`src/rtl/rts_pkg.sv`:
```
`timescale 1ns/1ps
package rts_pkg;
  localparam int MSG_W = 4;
  localparam int ERR_W = 6;

  // bit index of each end-of-frame error flag
  typedef enum int {
    ERR_LONG  = 0,
    ERR_SHORT = 1,
    ERR_MACCTL = 2,
    ERR_CRC   = 3,
    ERR_CODE  = 4,
    ERR_ALIGN = 5
  } err_bit_e;
endpackage

```
`src/rtl/rts_edge_sampler.sv`:
```
`timescale 1ns/1ps
module rts_edge_sampler (
  input  logic clk,
  input  logic rst,
  input  logic sfd_i,
  output logic hit_o,
  output logic early_o
);
  logic fall_q;
  logic seen_q;
  logic seen;

  // falling-edge sample of the delimiter strobe
  always_ff @(negedge clk) begin
    if (rst) fall_q <= 1'b0;
    else     fall_q <= sfd_i;
  end

  assign seen = sfd_i | fall_q;

  always_ff @(posedge clk) begin
    if (rst) seen_q <= 1'b0;
    else     seen_q <= seen;
  end

  assign hit_o   = seen & ~seen_q;
  assign early_o = fall_q;

  // one capture per delimiter, never on two adjacent edges
  p_single_hit_r1: assert property (@(posedge clk) disable iff (rst)
    hit_o |=> !hit_o);
endmodule

```
`src/rtl/rts_stamp_hold.sv`:
```
`timescale 1ns/1ps
module rts_stamp_hold #(
  parameter int TIME_W = 32
) (
  input  logic              clk,
  input  logic              rst,
  input  logic              hit_i,
  input  logic              early_i,
  input  logic [TIME_W-1:0] time_i,
  input  logic              eof_i,
  output logic              pend_o,
  output logic [TIME_W:0]   stamp_o
);
  always_ff @(posedge clk) begin
    if (rst) begin
      pend_o  <= 1'b0;
      stamp_o <= '0;
    end else if (hit_i) begin
      pend_o  <= 1'b1;
      stamp_o <= {time_i, early_i};
    end else if (eof_i) begin
      pend_o  <= 1'b0;
    end
  end

  // an end of frame without a new delimiter leaves nothing pending
  p_eof_retires_r11: assert property (@(posedge clk) disable iff (rst)
    eof_i && !hit_i |=> !pend_o);
endmodule

```
`src/rtl/rts_commit.sv`:
```
`timescale 1ns/1ps
module rts_commit
  import rts_pkg::*;
#(
  parameter int TIME_W = 32,
  localparam int EVT_W = TIME_W + 1 + MSG_W
) (
  input  logic              clk,
  input  logic              rst,
  input  logic              eof_i,
  input  logic              pend_i,
  input  logic              ok_i,
  input  logic [MSG_W-1:0]  msg_i,
  input  logic [ERR_W-1:0]  err_i,
  input  logic              full_i,
  input  logic              clr_i,
  input  logic [TIME_W:0]   stamp_i,
  output logic              wr_o,
  output logic [EVT_W-1:0]  data_o,
  output logic              ovf_o
);
  logic due;
  logic clean;

  assign clean = ~|err_i;
  assign due   = eof_i & pend_i & ok_i & clean;

  always_ff @(posedge clk) begin
    if (rst) begin
      wr_o   <= 1'b0;
      data_o <= '0;
      ovf_o  <= 1'b0;
    end else begin
      wr_o  <= due & ~full_i;
      if (due && !full_i) data_o <= {msg_i, stamp_i};
      ovf_o <= (due & full_i) | (ovf_o & ~clr_i);
    end
  end

  p_no_push_full_r8: assert property (@(posedge clk) disable iff (rst)
    wr_o |-> !$past(full_i));
  p_err_blocks_r6: assert property (@(posedge clk) disable iff (rst)
    wr_o |-> $past(err_i) == '0);
  p_cls_gate_r5: assert property (@(posedge clk) disable iff (rst)
    wr_o |-> $past(ok_i && eof_i && pend_i));
  p_ovf_sticky_r9: assert property (@(posedge clk) disable iff (rst)
    ovf_o && !clr_i |=> ovf_o);
endmodule

```
`src/rtl/rts_capture.sv`:
```
`timescale 1ns/1ps
module rts_capture
  import rts_pkg::*;
#(
  parameter int TIME_W = 32,
  localparam int EVT_W = TIME_W + 1 + MSG_W
) (
  input  logic              clk,
  input  logic              rst,
  input  logic              rx_sfd,
  input  logic [TIME_W-1:0] time_in,
  input  logic              rx_eof,
  input  logic              frm_ok,
  input  logic [MSG_W-1:0]  frm_msg,
  input  logic [ERR_W-1:0]  frm_err,
  input  logic              evq_full,
  input  logic              ovf_clr,
  output logic              evq_wr,
  output logic [EVT_W-1:0]  evq_data,
  output logic              ovf_flag
);
  logic            hit;
  logic            early;
  logic            pend;
  logic [TIME_W:0] stamp;

  rts_edge_sampler u_edge (
    .clk     (clk),
    .rst     (rst),
    .sfd_i   (rx_sfd),
    .hit_o   (hit),
    .early_o (early)
  );

  rts_stamp_hold #(.TIME_W(TIME_W)) u_hold (
    .clk     (clk),
    .rst     (rst),
    .hit_i   (hit),
    .early_i (early),
    .time_i  (time_in),
    .eof_i   (rx_eof),
    .pend_o  (pend),
    .stamp_o (stamp)
  );

  rts_commit #(.TIME_W(TIME_W)) u_commit (
    .clk     (clk),
    .rst     (rst),
    .eof_i   (rx_eof),
    .pend_i  (pend),
    .ok_i    (frm_ok),
    .msg_i   (frm_msg),
    .err_i   (frm_err),
    .full_i  (evq_full),
    .clr_i   (ovf_clr),
    .stamp_i (stamp),
    .wr_o    (evq_wr),
    .data_o  (evq_data),
    .ovf_o   (ovf_flag)
  );

  // the first cycle out of reset is quiet
  p_reset_quiet_r10: assert property (@(posedge clk) disable iff (rst)
    $fell(rst) |-> !evq_wr && !ovf_flag);
endmodule

```
`config.mk`:
```
export PLATFORM = sky130hd
export DESIGN_NAME = rts_capture
export DESIGN_NICKNAME = d
export VERILOG_FILES = /design/src/rtl/rts_pkg.sv /design/src/rtl/rts_edge_sampler.sv /design/src/rtl/rts_stamp_hold.sv /design/src/rtl/rts_commit.sv /design/src/rtl/rts_capture.sv
export SDC_FILE = /design/constraint.sdc
export NUM_CORES = 1
export LEC_CHECK = 0
export ABC_AREA = 1
export CORE_ASPECT_RATIO = 1.1
export CORE_UTILIZATION = 51
export CTS_CLUSTER_SIZE = 16
export DETAILED_ROUTE_END_ITERATION = 8
export GPL_TIMING_DRIVEN = 0
export PLACE_DENSITY = 0.85
export SLEW_MARGIN = 25
export SYNTH_ARGS = -nofsm -noshare
export SYNTH_HDL_FRONTEND = slang
export SYNTH_SLANG_ARGS = --single-unit
```
`constraint.sdc`:
```
create_clock -name clk -period 2.3 [get_ports clk]
set_input_delay 0.345 -clock clk [delete_from_list [all_inputs] [get_ports clk]]
set_output_delay 0.345 -clock clk [all_outputs]
set_load 0.02 [all_outputs]
```
After elaboration in Yosys (flattened, before gate mapping)
Cells that the tools add are included. W data, S select, Z words.

Register bits: 75. Latch bits: 0. Memory bits (writable): 0. Bits in read-only memories: 0. Bits of input ports: 49. Output and inout bits: 39. Word-level logic and storage cells: 26. Memories kept: 0.

Add/sub/neg operators: 0. Multipliers: 0. Div/mod/pow operators: 0. Magnitude comparators: 0. Equal/unequal tests: 0. Shift-type cells: 0. Muxes and demuxes: 2. Bitwise logic cells: 12. Reductions and logical operators: 5.

Operators with widths (number): $and A1 B1 Y1 (7); $reduce_or A6 Y1 (1); $not A1 Y1 (3); $logic_not A1 Y1 (2); $mux W1 (2); $or A1 B1 Y1 (2); $reduce_bool A2 Y1 (1); $logic_and A1 B1 Y1 (1).

Logic depth before layout (Yosys ltp)
Word-level depth: 5. Depth in mapped cells: 9. Depth with buffers taken out: 7.

Cells and area by module
From an unflattened synthesis, not the netlist that was laid out.

Cell total of the unflattened synthesis: 491. Area total of the unflattened synthesis: 3279.4 um2.

By module, submodules not included: rts_commit (instances 1, cells an instance 336, area each 2035.7 um2, sequential area each 780.7 um2); rts_stamp_hold (instances 1, cells an instance 147, area each 1181.1 um2, sequential area each 680.7 um2); rts_edge_sampler (instances 1, cells an instance 8, area each 62.6 um2, sequential area each 40.0 um2).

==> results_tabular.tex <==
\begin{tabular}{lr}
\hline
Metric & Value \\
\hline
\multicolumn{2}{l}{\textbf{Outcome}} \\
Status & finished, final reports clean \\
\multicolumn{2}{l}{\textbf{Power and ir drop}} \\
Worst IR Drop VDD & 0.000576 V \\
Cell area power density & 617 mW/mm2 \\
Static leakage power & 1.91 nW \\
Post-route total power & 2.70 mW \\
\multicolumn{2}{l}{\textbf{Synth}} \\
Share of synthesized area occupied by flip-flops and latches & 47.7\% \\
Mapped Avg Cell Area & 6.94 um2 \\
Mapped Area & 0.00315 mm2 \\
Warning count from the yosys run & 0 \\
Number of synthesized register bits & 75 \\
Net count after synthesis & 502 \\
Distinct cell type count of the synthesized netlist & 17 \\
Gate count after technology mapping & 453 \\
\multicolumn{2}{l}{\textbf{Placed design}} \\
Number of cells in the design after placement & 617 \\
Total of buffers placed on input and output ports & 87 \\
Half-perimeter wire length of the detailed placement result & 5.57 mm \\
Place WS & -136 ps \\
Global placement routability congestion & 0.802 \\
\multicolumn{2}{l}{\textbf{Layout}} \\
Most frequent standard cell in the layout excluding fill and tap cells & inv\_1 \\
Layout net count & 601 \\
Proportion of layout cells with a drive suffix above 1 & 6.82\% \\
Most frequent cells in the layout & 116 x inv\_1, 87 x clkdlybuf4s50\_1, 78 x nand2\_1, 74 x dfxtp\_1, 43 x nor2\_1 \\
Layout overhead on the synthesized area & 39.2\% \\
Total inserted antenna cells & 0 \\
Final design utilization & 75.0\% \\
Final Instance Count excl. Fillers & 634 \\
\multicolumn{2}{l}{\textbf{Floorplanning}} \\
Effective utilization at floorplan & 53.8\% \\
Die Outline Area & 0.00649 mm2 \\
Width of the chip & 76.9 um \\
Placement Rows & 29 \\
Die height & 84.4 um \\
Io pins & 88 \\
Core area & 0.00584 mm2 \\
\multicolumn{2}{l}{\textbf{STA}} \\
Setup skew after layout & 45.6 ps \\
Summed negative setup slack over all endpoints & 0 ps \\
Setup ws final & 37.5 ps \\
Number of hold violations in the final report & 0 \\
Worst Max-Slew Pin Slew & 465 ps \\
Setup-failing EPs final & 0 \\
Setup repair after global routing missed its margin & true \\
Slew margin rel. & 69.0\% \\
Number of max-slew violations in the final report & 0 \\
\multicolumn{2}{l}{\textbf{Detailed routing}} \\
Final routed wirelength across all metal layers & 7.96 mm \\
Drt pass-1 iters & 5 \\
Total via count after detailed routing & 3,110 \\
Average wire per cell in the routed design & 12.6 um \\
Remaining antenna violation count after routing & 0 \\
Initial DRC count & 163 \\
Number of remaining DRC errors & 0 \\
Vias per cell & 4.91 \\
\multicolumn{2}{l}{\textbf{Setup path}} \\
Nature of the critical path endpoint & flop \\
Crit-path max FO & 10 \\
Data required time of the critical path & 2570 ps \\
Element type at the critical path start & flop \\
Worst setup path class & reg -> reg \\
Beginning of the worst register-to-register path & u\_edge.early\_o \\
Data arrival time of the worst path & 2540 ps \\
Setup crit start & u\_edge.early\_o \\
\multicolumn{2}{l}{\textbf{Global route}} \\
Vias in the first global route & 2,958 \\
Pin count of the biggest net entering global routing & 14 \\
Number of antenna violations at the first check in global routing & 0 \\
Aggregate global routing overflow & 0 \\
Wire length of the first global-routing pass & 12.9 mm \\
Total global-route track usage & 25.1\% \\
\multicolumn{2}{l}{\textbf{Worst hold path}} \\
Hold path startpoint & u\_hold.stamp\_o[11] \\
Hold Path Class & reg -> reg \\
\multicolumn{2}{l}{\textbf{Clocking}} \\
CTS clock-pin slew for the worst setup and hold paths & 80 ps \\
Cell at the root of the clock tree & clkbuf\_8 \\
Clk sink count & 75 \\
CTS buffer count & 9 \\
TritonCTS clock tree & built \\
H-tree level count & 3 \\
Clock buffer depth & 2 \\
Later-pin clock latency in the skew report & 380 ps \\
Post-cts hold buffer count & 0 \\
\multicolumn{2}{l}{\textbf{Run}} \\
Count of max-cap constraint violations & 0 \\
\hline
\end{tabular}
==> worst paths after layout <==
| check | endpoint | slack [ps] | depth (start not counted) |
|---|---|---|---|
| max | u_hold.stamp_o[10] | 40 | 4 |
| max reg2reg | u_hold.stamp_o[10] | 40 | 4 |
| min reg2reg | u_hold.stamp_o[11] | 460 | 2 |
| min | u_hold.stamp_o[11] | 460 | 2 |
==> synth_stat cells <==
library cell  number  area (um2)
buf_1              3        11.3
nand4_1           37         231
inv_1            116         435
clkbuf_1          13        48.8
nand3_1            2        10.0
dfxtp_1           75        1500
buf_6              2        22.5
buf_2             11        55.1
o21bai_1           1        7.51
a21oi_1           35         175
clkinv_1           1        3.75
buf_4              1        7.51
nor3_2             1        10.0
nor2_1            43         161
o21ai_0           33         165
nand2_1           78         293
nor2_2             1        6.26
==> flip-flops by register name (all words and copies together) (netlist names) <==
register / cells
u_commit.ovf_o: 1
u_edge.seen_q: 1
u_edge.early_o: 1
u_hold.stamp_o: 33
u_hold.pend_o: 1
u_commit.data_o: 37
u_commit.wr_o: 1
==> report_power, final <==
| part | switching, mW | internal, mW | total (mW) | leakage [nW] |
|---|---|---|---|---|
| clock | 0.499 | 0.533 | 1.03 | 0.104 |
| sequential | 0.0148 | 1.35 | 1.37 | 0.613 |
| combinational | 0.158 | 0.143 | 0.301 | 1.19 |
==> cells by family after synthesis <==
group / Yosys count / share of synthesized area [%]
compound gates: 69 / 11.1
buf+inv: 147 / 18.6
flops: 75 / 47.7
simple gates: 162 / 22.6
==> through the flow <==
stage	area [um2]	hold WS, ps
after floorplan	3150	414
after global placement	4110	439
after detailed placement	4110	445
after CTS	4330	457
after global routing	4380	469
final	4380	460
==> critical path, stage by stage, from the launching register on <==
cell,delay [ps]
dfxtp_2,330
o21bai_4,240
buf_6,180
o21ai_0,90
a21oi_1,160
==> timing repair <==
action                     4_1_cts  5_1_grt
gates resized for setup          8       22
setup endpoints to repair       34       30
gates cloned                     0        1
pin swaps                        0        1
buffers inserted                 0        0
==> area by class of cell <==
class	count	area [um2]
clock buffer	10	138
buffer	30	193
multi-input combinational	231	1070
inverter	116	435
timing repair buffer	88	876
tap	77	96.3
sequential	75	1500
clock inverter	7	67.6
fill	453	1460
==> layer usage <==
layer	vias to the layer above	share of wire (%)	GRT usage (%)
met1	1393	41	28.9
met5	-	0	0
li1	1566	-	-
met2	130	51	45.4
met4	0	2.6	11.5
met3	21	5.1	3.91
Note: power is estimated with default switching activity, not from simulation.
